===== src/rtl/accel_csr.sv =====
module accel_csr #(
  parameter int ADDR_W = 8,
  parameter int DATA_W = 32,
  parameter int EVT_W  = 8
) (
  input  logic              clk,
  input  logic              rst_n,
  input  logic [ADDR_W-1:0] bus_addr,
  input  logic              bus_we,
  input  logic [DATA_W-1:0] bus_wdata,
  input  logic              bus_re,
  output logic [DATA_W-1:0] bus_rdata,
  input  logic [EVT_W-1:0]  evt_pulse,
  output logic              core_enable,
  output logic              soft_reset,
  output logic              irq
);
  localparam logic [ADDR_W-1:0] OFF_CTRL = ADDR_W'(0);
  localparam logic [ADDR_W-1:0] OFF_STAT = ADDR_W'(4);
  localparam logic [ADDR_W-1:0] OFF_IEN  = ADDR_W'(8);
  localparam int SRST_BIT = DATA_W - 1;
  localparam logic [EVT_W-1:0] EVT_LIVE = ~(EVT_W'(1) << 2);

  logic              srst_q, en_q;
  logic [EVT_W-1:0]  stat_q;
  logic [DATA_W-1:0] ien_q, rdata_q, rd_mux;

  wire sel_ctrl = bus_addr == OFF_CTRL;
  wire sel_stat = bus_addr == OFF_STAT;
  wire sel_ien  = bus_addr == OFF_IEN;
  wire wr_ctrl  = bus_we && sel_ctrl;
  wire srst_nxt = wr_ctrl ? bus_wdata[SRST_BIT] : srst_q;
  wire [EVT_W-1:0] clr_mask = (bus_we && sel_stat) ? bus_wdata[EVT_W-1:0] : '0;
  wire [EVT_W-1:0] evt_live = evt_pulse & EVT_LIVE;

  always_comb begin
    rd_mux = '0;
    if (sel_ctrl)      rd_mux = {srst_q, {(DATA_W-2){1'b0}}, en_q};
    else if (sel_stat) rd_mux = DATA_W'(stat_q);
    else if (sel_ien)  rd_mux = ien_q;
  end

  always_ff @(posedge clk or negedge rst_n) begin
    if (!rst_n) begin
      srst_q  <= 1'b0;
      en_q    <= 1'b0;
      stat_q  <= '0;
      ien_q   <= '0;
      rdata_q <= '0;
    end else begin
      if (wr_ctrl) begin
        srst_q <= bus_wdata[SRST_BIT];
        en_q   <= bus_wdata[0];
      end
      if (bus_we && sel_ien) ien_q <= bus_wdata;
      stat_q <= srst_nxt ? '0 : ((stat_q & ~clr_mask) | evt_live);
      if (bus_re) rdata_q <= rd_mux;
    end
  end

  assign bus_rdata   = rdata_q;
  assign soft_reset  = srst_q;
  assign core_enable = en_q && !srst_q;
  assign irq         = |(stat_q & ien_q[EVT_W-1:0]);
endmodule


===== config.mk =====
export PLATFORM = sky130hd
export DESIGN_NAME = accel_csr
export DESIGN_NICKNAME = d
export VERILOG_FILES = /design/src/rtl/accel_csr.sv
export SDC_FILE = /design/constraint.sdc
export NUM_CORES = 1
export LEC_CHECK = 0
export BUFFER_PORTS_ARGS = -buffer_cell sky130_fd_sc_hd__buf_2
export CELL_PAD_IN_SITES_DETAIL_PLACEMENT = 1
export CELL_PAD_IN_SITES_GLOBAL_PLACEMENT = 1
export CORE_MARGIN = 4
export CORE_UTILIZATION = 41
export DETAILED_ROUTE_END_ITERATION = 10
export PLACE_DENSITY_LB_ADDON = 0.1
export SYNTH_ARGS = -nofsm -noshare
export SYNTH_HDL_FRONTEND = slang
export SYNTH_SLANG_ARGS = --single-unit
export TNS_END_PERCENT = 10

===== constraint.sdc =====
create_clock -name clk -period 1.42 [get_ports clk]
set_input_delay 0.284 -clock clk [delete_from_list [all_inputs] [get_ports clk]]
set_output_delay 0.284 -clock clk [all_outputs]
set_load 0.03 [all_outputs]

==> qor.yml <==
outcome:
  status: "finished with violations"
  violations: "setup timing"
power_and_ir_drop:
  p_sw_mw: 1.00
  p_comb_frac: 0.086
  p_int_mw: 3.37
  vdd_drop_max_mv: 0.577
  seq_power_share: 0.505
  p_leak_nw: 2.16
  p_per_area_nw_per_um2: 1050
  switching_share: 0.229
  clkPwrFrac: 0.409
detailed_routing:
  met2_length_mm: 3.90
  top_layer_used: "met4"
  routed_wl_mm: 8.17
  viasPerCell: 5.40
  first_pass_iters: 4
  drtIter0Drc: 95
  antenna_left: 0
  wl_met1_mm: 3.51
  vias: 2388
  met3_length_um: 567
  remaining_drc_errors: 0
  wl_per_cell_um: 18.5
sta:
  hold_viol_final: 0
  fin_crit_sh: 1.10
  slew_headroom: 0.659
  whs_ns: 0.157
  max_slew.worst_pin.slew_ns: 0.511
  rsz0062_at_grt: "true"
  drv_slew: 0
  finalSetupViolations: 1
  fmax_mhz: 639
  setup_slack_ns: -0.145
  fin_setup_tns_ns: -0.145
  period_needed_ns: 1.57
  finClkSkew_ns: 0.0107
setup_path:
  crit_start: "stat_q[5]"
  r2r-start: "stat_q[0]"
  reg2reg_depth: 3
  required_ns: 1.14
  r2r_end: "bus_rdata[0]"
  ff2ff_setup_slack_ns: 0.26
  worstSetupEndpointType: "output port"
  critPathLaunchType: "register"
  crit_arrival_ns: 1.28
  crit_fanout: 3
  crit_end: "irq"
  crit_type: "register to output port"
yosys:
  async_flop_share: 1.00
  synth_edf_count: 0
  avgSynthCellArea_um2: 13.6
  synth_area_leaders: "dfrtp_1 60%, mux2_2 12%, a22o_1 6.6%, o2bb2ai_2 2.9%, a22oi_1 2.7%"
  yosys_register_bits: 74
  ys.warnings.count: 0
  synth_largest_area_cell: "dfrtp_1"
  yosys.cell_types.count: 29
  syn_area_um2: 3070
  synth.top_cell.area_share: 0.603
  syn_inst: 225
  syn_nets: 277
  synth_seq_area_share: 0.603
  synth_top_flop_cell: "dfrtp_1"
cells_and_area:
  final_cell_mix: "83 x buf_2, 74 x dfrtp_1, 33 x mux2_2, 29 x buf_4, 23 x a22o_1"
  register_area_um2: 1850
  multi_input_area_um2: 1170
  nets: 391
  drive_above_1_share: 0.545
  antenna_cells: 0
  stdcell_count: 442
  fin_util: 0.573
  nFillCells: 776
  layout_commonest_cell: "buf_2"
  syn_to_final_growth_pct: 35.4
clock_tree:
  htreeDepth: 3
  clock_sink_count: 74
  cts-root-buf: "clkbuf_8"
  cts_inserted_buffers: 9
  cts.clk_slew.worst_paths_ns: 0.08
  clk_latency_ns: 0.34
  cts_buffer_depth: 2
  cts_tree: "yes"
floorplan:
  rows: 31
  core_area_um2: 7250
  fp.dieArea_um2: 8930
  initial_core_util: 0.423
  num_io_pins: 87
  die_h_um: 94.5
  die_x_um: 94.5
min_path:
  hold_path_class: "input port to register"
global_routing:
  grt_max_degree: 32
  antenna_found_initial: 0
  grt.overflow.total: 0
  grt_pass1_vias: 2564
  track_usage: 0.193
  grt_first_pass_wirelength_mm: 13.1
place:
  portBuffers: 85
  place_inst: 421
  place.detailed.hpwl_mm: 5.72
  place_congestion: 0.813
run:
  cap_violations: 0
worst max-delay path, cell delays in order (launching register included):
cell and delay [ns]:
dfrtp_1 0.43, a22oi_1 0.20, nand4_1 0.14, buf_6 0.16
how the worst min path moves through the flow:
stage | cells past startpoint | slack, ns | to | startpoint
after floorplan | 0 | -0.01 | bus_rdata[0] | rst_n
after global placement | 1 | 0.22 | ien_q[0] | rst_n
after detailed placement | 1 | 0.22 | ien_q[5] | rst_n
after CTS | 2 | 0.14 | ien_q[24] | bus_wdata[24]
after global routing | 2 | 0.15 | ien_q[24] | bus_wdata[24]
final | 2 | 0.16 | ien_q[24] | bus_wdata[24]
registers in the layout, indices dropped and copies added (netlist names):
register / count
ien_q: 32
en_q: 1
stat_q: 8
soft_reset: 1
bus_rdata: 32
power by group through the flow:
stage | clock [mW] | sequential [mW] | combinational [mW]
floorplan | 0 | 2.24 | 0.126
global placement | 0 | 2.24 | 0.340
detailed placement | 0 | 2.24 | 0.349
CTS | 1.83 | 2.20 | 0.369
global route | 1.94 | 2.21 | 0.412
finish | 1.79 | 2.20 | 0.376
cell usage after synthesis (3+ instances only):
master and n:
nor2b_1 3, clkbuf_1 7, inv_1 11, nand2_1 9, mux2_2 33, o41ai_1 9, o2bb2ai_2 6, dfrtp_1 74
buf_2 8, a22oi_1 11, a22o_1 23, a211oi_1 7
routing by layer:
metal  track usage  vias up
met5             0        -
met1         0.245     1222
met2         0.301       73
li1              -     1074
met3        0.0645       19
met4        0.0841        0
final cells by class:
| cell class | count | share of cell area |
|---|---|---|
| clock buffer | 10 | 0.0331 |
| clock inverter | 5 | 0.0190 |
| inverter | 11 | 0.00993 |
| multi-input combinational | 123 | 0.281 |
| sequential | 74 | 0.446 |
| tap | 99 | 0.0298 |
| timing repair buffer | 120 | 0.182 |
through the flow:
stage                     instance area, µm²  power, mW  setup WS (ns)
after floorplan                         3070       2.36         -0.134
after global placement                  3810       2.58         -0.353
after detailed placement                3810       2.59         -0.414
after CTS                               4110       4.40         -0.136
after global routing                    4160       4.57         -0.214
final                                   4160       4.37         -0.145
logic make-up (layout without fill, tap and decap cells):
logic type,after synthesis,count (layout),share of synthesized area
AO/OA/AOI/OAI,59,59,0.173
buffers and inverters,28,146,0.0387
flip-flops,74,74,0.603
multiplexers,35,35,0.128
AND/OR/NAND/NOR,29,29,0.0567
timing repair:
action | CTS | global route
gates resized for setup | 7 | 8
buffers inserted | 5 | 0
pin swaps | 2 | 2
hold endpoints to repair | 23 | 0
hold buffers | 1 | 0
endpoints found under the setup margin | 8 | 20
(Power assumes the default switching activity.)
